==> src/rtl/epp_host_pkg.sv <==
package epp_host_pkg;

  typedef enum logic [2:0] {
    ST_IDLE,
    ST_ARM,
    ST_STROBE,
    ST_RELEASE,
    ST_ABORT,
    ST_ACK
  } epp_state_e;

  localparam logic [2:0] OFFS_LATCH = 3'd0;
  localparam logic [2:0] OFFS_STAT  = 3'd1;
  localparam logic [2:0] OFFS_CTRL  = 3'd2;
  localparam logic [2:0] OFFS_ADDR  = 3'd3;
  localparam logic [2:0] OFFS_DATA  = 3'd4;

  localparam int DIR_BIT = 5;

  function automatic logic is_hs_offs(input logic [2:0] offs);
    return (offs == OFFS_ADDR) || (offs == OFFS_DATA);
  endfunction

endpackage

==> src/rtl/epp_sync.sv <==
module epp_sync #(
  parameter int WIDTH = 1
) (
  input  logic             clk,
  input  logic             rst_n,
  input  logic [WIDTH-1:0] async_in,
  output logic [WIDTH-1:0] sync_out
);

  logic [WIDTH-1:0] meta_q;
  logic [WIDTH-1:0] sync_q;

  always_ff @(posedge clk or negedge rst_n) begin
    if (!rst_n) begin
      meta_q <= '0;
      sync_q <= '0;
    end else begin
      meta_q <= async_in;
      sync_q <= meta_q;
    end
  end

  assign sync_out = sync_q;

endmodule

==> src/rtl/epp_watchdog.sv <==
module epp_watchdog #(
  parameter int LIMIT = 500
) (
  input  logic clk,
  input  logic rst_n,
  input  logic run,
  output logic expired
);

  localparam int CW = (LIMIT > 2) ? $clog2(LIMIT) : 1;
  localparam logic [CW-1:0] LAST = CW'(LIMIT - 1);

  logic [CW-1:0] cnt_q;
  logic [CW-1:0] cnt_d;

  assign expired = run && (cnt_q == LAST);

  always_comb begin
    cnt_d = cnt_q;
    if (!run) begin
      cnt_d = '0;
    end else if (!expired) begin
      cnt_d = cnt_q + 1'b1;
    end
  end

  always_ff @(posedge clk or negedge rst_n) begin
    if (!rst_n) begin
      cnt_q <= '0;
    end else begin
      cnt_q <= cnt_d;
    end
  end

  // the count never passes the limit
  assert_wdog_bound_R9: assert property (@(posedge clk) disable iff (!rst_n)
    cnt_q <= LAST);

  // once stopped, the count is back at zero on the next edge
  assert_wdog_clear_R9: assert property (@(posedge clk) disable iff (!rst_n)
    !run |=> (cnt_q == '0));

endmodule

==> src/rtl/epp_regs.sv <==
module epp_regs
  import epp_host_pkg::*;
#(
  parameter int DW = 8
) (
  input  logic          clk,
  input  logic          rst_n,
  input  logic          wr_en,
  input  logic [2:0]    offs,
  input  logic [DW-1:0] wdata,
  input  logic [DW-1:0] pin_data_s,
  input  logic [DW-4:0] pin_stat_s,
  input  logic          set_timeout,
  output logic [DW-1:0] rdata,
  output logic [DW-1:0] latch_q,
  output logic [DW-1:0] ctrl_q,
  output logic          timeout_q
);

  logic [DW-1:0] latch_d;
  logic [DW-1:0] ctrl_d;
  logic          timeout_d;
  logic          clr_timeout;

  assign clr_timeout = wr_en && (offs == OFFS_STAT) && wdata[0];

  always_comb begin
    latch_d   = latch_q;
    ctrl_d    = ctrl_q;
    timeout_d = timeout_q;
    if (wr_en && (offs == OFFS_LATCH)) latch_d = wdata;
    if (wr_en && (offs == OFFS_CTRL))  ctrl_d  = wdata;
    if (set_timeout) begin
      timeout_d = 1'b1;
    end else if (clr_timeout) begin
      timeout_d = 1'b0;
    end
  end

  always_ff @(posedge clk or negedge rst_n) begin
    if (!rst_n) begin
      latch_q   <= '0;
      ctrl_q    <= '0;
      timeout_q <= 1'b0;
    end else begin
      latch_q   <= latch_d;
      ctrl_q    <= ctrl_d;
      timeout_q <= timeout_d;
    end
  end

  always_comb begin
    case (offs)
      OFFS_LATCH: rdata = pin_data_s;
      OFFS_STAT:  rdata = {pin_stat_s, 2'b00, timeout_q};
      OFFS_CTRL:  rdata = ctrl_q;
      default:    rdata = '0;
    endcase
  end

  // the flag rises only after an abort from the sequencer
  assert_flag_set_src_R9: assert property (@(posedge clk) disable iff (!rst_n)
    $rose(timeout_q) |-> $past(set_timeout));

  // the flag falls only after a write of 1 to status bit 0
  assert_flag_w1c_R10: assert property (@(posedge clk) disable iff (!rst_n)
    $fell(timeout_q) |-> $past(wr_en && (offs == OFFS_STAT) && wdata[0]));

endmodule

==> src/rtl/epp_host_port.sv <==
module epp_host_port
  import epp_host_pkg::*;
#(
  parameter int DW          = 8,
  parameter int TIMEOUT_CYC = 500
) (
  input  logic          clk,
  input  logic          rst_n,
  input  logic          bus_req,
  input  logic          bus_we,
  input  logic [2:0]    bus_offs,
  input  logic [DW-1:0] bus_wdata,
  output logic [DW-1:0] bus_rdata,
  output logic          bus_ack,
  output logic [DW-1:0] port_data_out,
  output logic          port_data_oe,
  input  logic [DW-1:0] port_data_in,
  input  logic [DW-4:0] port_stat_in,
  output logic [DW-1:0] port_ctrl,
  input  logic          port_wait,
  output logic          port_write_n,
  output logic          port_astb_n,
  output logic          port_dstb_n
);

  localparam int SW = DW - 3;
  localparam int YW = DW + SW + 1;

  // reset release synchronizer
  logic rst_meta_q;
  logic rst_n_int;

  always_ff @(posedge clk or negedge rst_n) begin
    if (!rst_n) begin
      rst_meta_q <= 1'b0;
      rst_n_int  <= 1'b0;
    end else begin
      rst_meta_q <= 1'b1;
      rst_n_int  <= rst_meta_q;
    end
  end

  // port input synchronizers
  logic [YW-1:0] pins_s;
  logic [DW-1:0] data_s;
  logic [SW-1:0] stat_s;
  logic          wait_s;

  epp_sync #(.WIDTH(YW)) u_sync (
    .clk      (clk),
    .rst_n    (rst_n_int),
    .async_in ({port_wait, port_stat_in, port_data_in}),
    .sync_out (pins_s)
  );

  assign data_s = pins_s[DW-1:0];
  assign stat_s = pins_s[DW+SW-1:DW];
  assign wait_s = pins_s[YW-1];

  // sequencer state
  epp_state_e    state_q, state_d;
  logic [2:0]    cur_offs_q, cur_offs_d;
  logic          cur_we_q, cur_we_d;
  logic [DW-1:0] cur_wdata_q, cur_wdata_d;
  logic [DW-1:0] rdata_q, rdata_d;
  logic          accept;
  logic          hs_req;
  logic          wd_run;
  logic          wd_expired;

  assign accept = (state_q == ST_IDLE) && bus_req;
  assign hs_req = is_hs_offs(bus_offs);
  assign wd_run = (state_q == ST_ARM) || (state_q == ST_STROBE);

  epp_watchdog #(.LIMIT(TIMEOUT_CYC)) u_wdog (
    .clk     (clk),
    .rst_n   (rst_n_int),
    .run     (wd_run),
    .expired (wd_expired)
  );

  // register file
  logic          reg_wr;
  logic [DW-1:0] reg_rdata;
  logic [DW-1:0] latch_q;
  logic [DW-1:0] ctrl_q;
  logic          timeout_q;

  assign reg_wr = accept && !hs_req && bus_we;

  epp_regs #(.DW(DW)) u_regs (
    .clk         (clk),
    .rst_n       (rst_n_int),
    .wr_en       (reg_wr),
    .offs        (bus_offs),
    .wdata       (bus_wdata),
    .pin_data_s  (data_s),
    .pin_stat_s  (stat_s),
    .set_timeout (state_q == ST_ABORT),
    .rdata       (reg_rdata),
    .latch_q     (latch_q),
    .ctrl_q      (ctrl_q),
    .timeout_q   (timeout_q)
  );

  // next-state logic
  always_comb begin
    state_d     = state_q;
    cur_offs_d  = cur_offs_q;
    cur_we_d    = cur_we_q;
    cur_wdata_d = cur_wdata_q;
    rdata_d     = rdata_q;
    case (state_q)
      ST_IDLE: begin
        if (bus_req) begin
          cur_offs_d  = bus_offs;
          cur_we_d    = bus_we;
          cur_wdata_d = bus_wdata;
          if (hs_req) begin
            state_d = ST_ARM;
          end else begin
            state_d = ST_ACK;
            if (!bus_we) rdata_d = reg_rdata;
          end
        end
      end
      ST_ARM: begin
        if (wd_expired) begin
          state_d = ST_ABORT;
        end else if (!wait_s) begin
          state_d = ST_STROBE;
        end
      end
      ST_STROBE: begin
        if (wait_s) begin
          state_d = ST_RELEASE;
          if (!cur_we_q) rdata_d = data_s;
        end else if (wd_expired) begin
          state_d = ST_ABORT;
        end
      end
      ST_RELEASE: state_d = ST_ACK;
      ST_ABORT: begin
        state_d = ST_ACK;
        if (!cur_we_q) rdata_d = '1;
      end
      ST_ACK:  state_d = ST_IDLE;
      default: state_d = ST_IDLE;
    endcase
  end

  always_ff @(posedge clk or negedge rst_n_int) begin
    if (!rst_n_int) begin
      state_q     <= ST_IDLE;
      cur_offs_q  <= '0;
      cur_we_q    <= 1'b0;
      cur_wdata_q <= '0;
      rdata_q     <= '0;
    end else begin
      state_q     <= state_d;
      cur_offs_q  <= cur_offs_d;
      cur_we_q    <= cur_we_d;
      cur_wdata_q <= cur_wdata_d;
      rdata_q     <= rdata_d;
    end
  end

  // registered port outputs
  logic          hs_phase_d;
  logic          wr_phase_d;
  logic          astb_n_d, dstb_n_d, write_n_d, oe_d;
  logic [DW-1:0] dout_d;
  logic          astb_n_q, dstb_n_q, write_n_q, oe_q;
  logic [DW-1:0] dout_q;

  always_comb begin
    hs_phase_d = (state_d == ST_ARM) || (state_d == ST_STROBE) ||
                 (state_d == ST_RELEASE);
    wr_phase_d = hs_phase_d && cur_we_d;
    astb_n_d   = !((state_d == ST_STROBE) && (cur_offs_d == OFFS_ADDR));
    dstb_n_d   = !((state_d == ST_STROBE) && (cur_offs_d == OFFS_DATA));
    write_n_d  = !wr_phase_d;
    dout_d     = wr_phase_d ? cur_wdata_d : latch_q;
    oe_d       = hs_phase_d ? cur_we_d : !ctrl_q[DIR_BIT];
  end

  always_ff @(posedge clk or negedge rst_n_int) begin
    if (!rst_n_int) begin
      astb_n_q  <= 1'b1;
      dstb_n_q  <= 1'b1;
      write_n_q <= 1'b1;
      oe_q      <= 1'b0;
      dout_q    <= '0;
    end else begin
      astb_n_q  <= astb_n_d;
      dstb_n_q  <= dstb_n_d;
      write_n_q <= write_n_d;
      oe_q      <= oe_d;
      dout_q    <= dout_d;
    end
  end

  assign bus_ack       = (state_q == ST_ACK);
  assign bus_rdata     = rdata_q;
  assign port_astb_n   = astb_n_q;
  assign port_dstb_n   = dstb_n_q;
  assign port_write_n  = write_n_q;
  assign port_data_oe  = oe_q;
  assign port_data_out = dout_q;
  assign port_ctrl     = ctrl_q;

  // strobes are mutually exclusive
  assert_strobe_excl_R3: assert property (@(posedge clk) disable iff (!rst_n_int)
    port_astb_n || port_dstb_n);

  // register offsets finish next cycle with no strobe
  assert_plain_quick_R2: assert property (@(posedge clk) disable iff (!rst_n_int)
    (state_q == ST_IDLE && bus_req && !is_hs_offs(bus_offs))
      |=> (bus_ack && port_astb_n && port_dstb_n));

  // a strobe falls only after Wait was seen low
  assert_strobe_after_wait_R4: assert property (@(posedge clk) disable iff (!rst_n_int)
    $fell(port_astb_n && port_dstb_n) |-> $past(!wait_s));

  // acknowledge only with both strobes released, single cycle
  assert_ack_released_R5: assert property (@(posedge clk) disable iff (!rst_n_int)
    bus_ack |-> (port_astb_n && port_dstb_n));
  assert_ack_pulse_R5: assert property (@(posedge clk) disable iff (!rst_n_int)
    bus_ack |=> !bus_ack);

  // direction and data steady while a strobe is low
  assert_write_steady_R6: assert property (@(posedge clk) disable iff (!rst_n_int)
    (!(port_astb_n && port_dstb_n) && $past(!(port_astb_n && port_dstb_n)))
      |-> ($stable(port_write_n) && $stable(port_data_out) && $stable(port_data_oe)));

endmodule

==> config.mk <==
export PLATFORM = sky130hd
export DESIGN_NAME = epp_host_port
export DESIGN_NICKNAME = d
export VERILOG_FILES = /design/src/rtl/epp_host_pkg.sv /design/src/rtl/epp_sync.sv /design/src/rtl/epp_watchdog.sv /design/src/rtl/epp_regs.sv /design/src/rtl/epp_host_port.sv
export SDC_FILE = /design/constraint.sdc
export NUM_CORES = 1
export LEC_CHECK = 0
export ABC_AREA = 1
export BUFFER_PORTS_ARGS = -buffer_cell sky130_fd_sc_hd__buf_4
export CAP_MARGIN = 20
export CORE_AREA = 2 2 115 117
export DETAILED_ROUTE_END_ITERATION = 8
export DIE_AREA = 0 0 117 119
export PLACE_DENSITY_LB_ADDON = 0.08
export SLEW_MARGIN = 20
export SYNTH_ARGS = -nofsm -noshare
export SYNTH_HDL_FRONTEND = slang
export SYNTH_SLANG_ARGS = --single-unit
==> constraint.sdc <==
create_clock -name clk -period 5 [get_ports clk]
set_input_delay 0.5 -clock clk [delete_from_list [all_inputs] [get_ports clk]]
set_output_delay 0.5 -clock clk [all_outputs]
set_load 0.02 [all_outputs]
==> metrics <==
status completed; die outline height 119 um; GR Layer Usage met2 0.188; crit path from state_q[0]; synth warn 0; met1 GRT Util 0.195; Crit path top cell by count nand2_1; final core utilization 0.359; most frequent cell after synthesis nand2_1; final wirelength 8520 um; DR pass1 iterations 4; initial antenna violation count 0; CORE AREA 12900 um^2; Worst Skew 0.00543 ns; Vias per Instance 4.25; P&R area growth vs syn 24.4%; fmax 503 MHz; Min Clock Period, post-route 1.99 ns; final setup vio count 0; mapped cell area approximately 3700 um^2; total I/O pin count 58; net count after synthesis 410; CTS tree built; placed cells 608; GRT overflow 0; CP max-delay cell dfrtp_1; Worst slew margin 0.499; RR Startpoint state_q[0]; syn_area_per_cell 9.77 um^2; number of synthesized flops with an enable pin 0; worst skew pair latency around 0.34 ns; Non-Filler Instances between 600 and 700; reg-to-reg slack, setup between 3 and 4 ns; Final period util 0.398; Final Hold Vio Count 0; Inserted Clock Buffers 9; CP max FO 21; Initial Util 0.288; Yosys top cell by area dfrtp_1; ANT nets after route 0; buffer and inverter count on the worst path 1; first-pass GRT wire length approximately 14000 um; Post-synth ARST share 1.00; Ant. Diodes 0; Rows 42; drt drc 0; actual slew at the worst max-slew pin 0.751 ns; Max Cap Viol 0; setup tns final 0 ns; first-iteration detailed-routing DRC count 183; die width ~120 um; CP Launch Type register; fraction of layout cells with a size suffix above 1 0.234; r2r endpoint port_data_out[5]; Critical Path Max Stage Delay 0.48 ns; Tot GR Track Use 0.135; cells after synthesis 380; pin count of the biggest net entering global routing 59; Slew Viols, Final 0; DIE AREA 13900 um^2; H-tree depth 3; Data arrival, critical path 2.21 ns; global placer's final weighted congestion 0.819; hpwl dp 6190 um; Final #Nets 474; overall power 2.77 mW; Clock Tree Root clkbuf_16; library cells used by synthesis 36; Post-synth top cells nand2_1 (109), dfrtp_1 (88), inv_1 (30); Top FF cell, synth dfrtp_1; Via Count 2655; worst-path cell chain nor2_4, nand3_2, inv_2, nand2_2, nand2_4, nand4_4, nand2_1, nand2_1; Setup crit end kind register; Worst R2R Path Depth 8; fill cell count 1342; share of the synthesized area in the top cell type 0.593; IO Port Bufs 57; GRT met3 Usage 0.0290; Seq/Total Area, Yosys 0.614; clk sinks 91; Area contributors post-synth dfrtp_1 (59%), nand2_1 (11%), o21ai_0 (3.5%), a21oi_1 (3.1%), inv_1 (3.0%); critical path class register to register; Critical Path RT 5.23 ns; clk buf depth 2; LEAKAGE 2.27 nW; Resize count post-CTS 0; peak supply drop 0.274 mV; clock-pin transition on the worst setup and hold timing paths 0.07 ns; number of global-route vias before repair ~2600; RSZ-0062 raised after global routing no; gr busiest metal met1; Yosys reg bits 91; Hold Path Class register to asynchronous set/reset pin; critical path's top delay family simple AND/OR/NAND/NOR gates; pwr/cell area around 600 nW/um^2; DR WL/cell 13.6 um
[kinds of logic (layout without fill, tap and decap cells)]
logic type | Yosys count | after routing | share of synthesized area
fa+ha+maj | 1 | 1 | 0.00337
compound gates | 65 | 65 | 0.0964
other cells | 1 | 1 | 0.00101
xor+xnor | 1 | 1 | 0.00236
simple gates | 179 | 179 | 0.230
buf+inv | 42 | 111 | 0.0526
flops | 91 | 91 | 0.614
[per-stage QoR]
step | hold slack (ns) | setup slack, ns | cell area, um^2
global route | 0.245 | 2.76 | 4620
detailed placement | 0.278 | 3.01 | 4320
floorplan | 0.204 | 2.28 | 3710
global placement | 0.277 | 3.08 | 4320
CTS | 0.246 | 3.00 | 4620
finish | 0.259 | 3.01 | 4620
[layout make-up]
cell class,instances,area (um^2),area share
flip-flops and latches,91,2280,0.494
multi-input cells,247,1240,0.268
repair buffers,59,445,0.0964
clock buffers,10,229,0.0496
well taps,176,220,0.0477
inverters,36,138,0.0298
clock inverters,6,66.3,0.0144
[what timing repair did]
item / 4_1_cts / 5_1_grt
hold buffers: 1 / 0
endpoints found under the hold margin: 2 / 0
setup buffers: 0 / 0
[per-layer routing]
metal	share of wire	vias to the layer above
met1	0.49	1241
met3	0.041	13
met2	0.45	54
li1	-	1347
met4	0.022	0
met5	0	-
[worst reg2reg max path: cells and delay by family (launching register included)]
family,cells,cell delay (ns)
DFF,1,0.48
and+or+nand+nor,7,1.15
buffers and inverters,1,0.25
[how the worst max path moves through the flow]
stage,end,slack [ns],cells after the start
after floorplan,bus_rdata[0],2.28,0
after global placement,port_data_out[2],3.08,8
after detailed placement,port_data_out[5],3.01,8
after CTS,port_data_out[5],3.00,8
after global routing,u_regs.ctrl_q[5],2.76,5
final,port_data_out[5],3.01,8
[placed cells by master (no fill, tap or decap), types with 5 or more instances in the layout]
cell | Yosys | final
o21ai_1 | 7 | 7
o21bai_1 | 6 | 6
buf_4 | 0 | 58
nand3_1 | 19 | 19
a21oi_1 | 23 | 23
inv_1 | 30 | 30
nor2_1 | 21 | 21
clkbuf_16 | 0 | 9
nand2_1 | 109 | 109
o21ai_0 | 26 | 26
dfrtp_1 | 88 | 87
nand2_2 | 5 | 5
[sequential cells by signal (all words and copies together) (netlist names), 3 cells and up]
signal,cells
state_q,3
cur_offs_q,3
u_sync.sync_out,14
port_data_out,8
u_sync.meta_q,14
u_regs.ctrl_q,8
bus_rdata,8
cur_wdata_q,8
u_wdog.cnt_q,9
u_regs.latch_q,8
[where the power goes]
group	total, mW	leakage, nW	internal, mW	switching, mW
registers	1.08	1.12	0.942	0.135
clock network	0.672	0.135	0.387	0.284
logic	1.02	1.02	0.367	0.652
total	2.77	2.27	1.70	1.07
No activity file was read; power rests on OpenSTA's default activity.
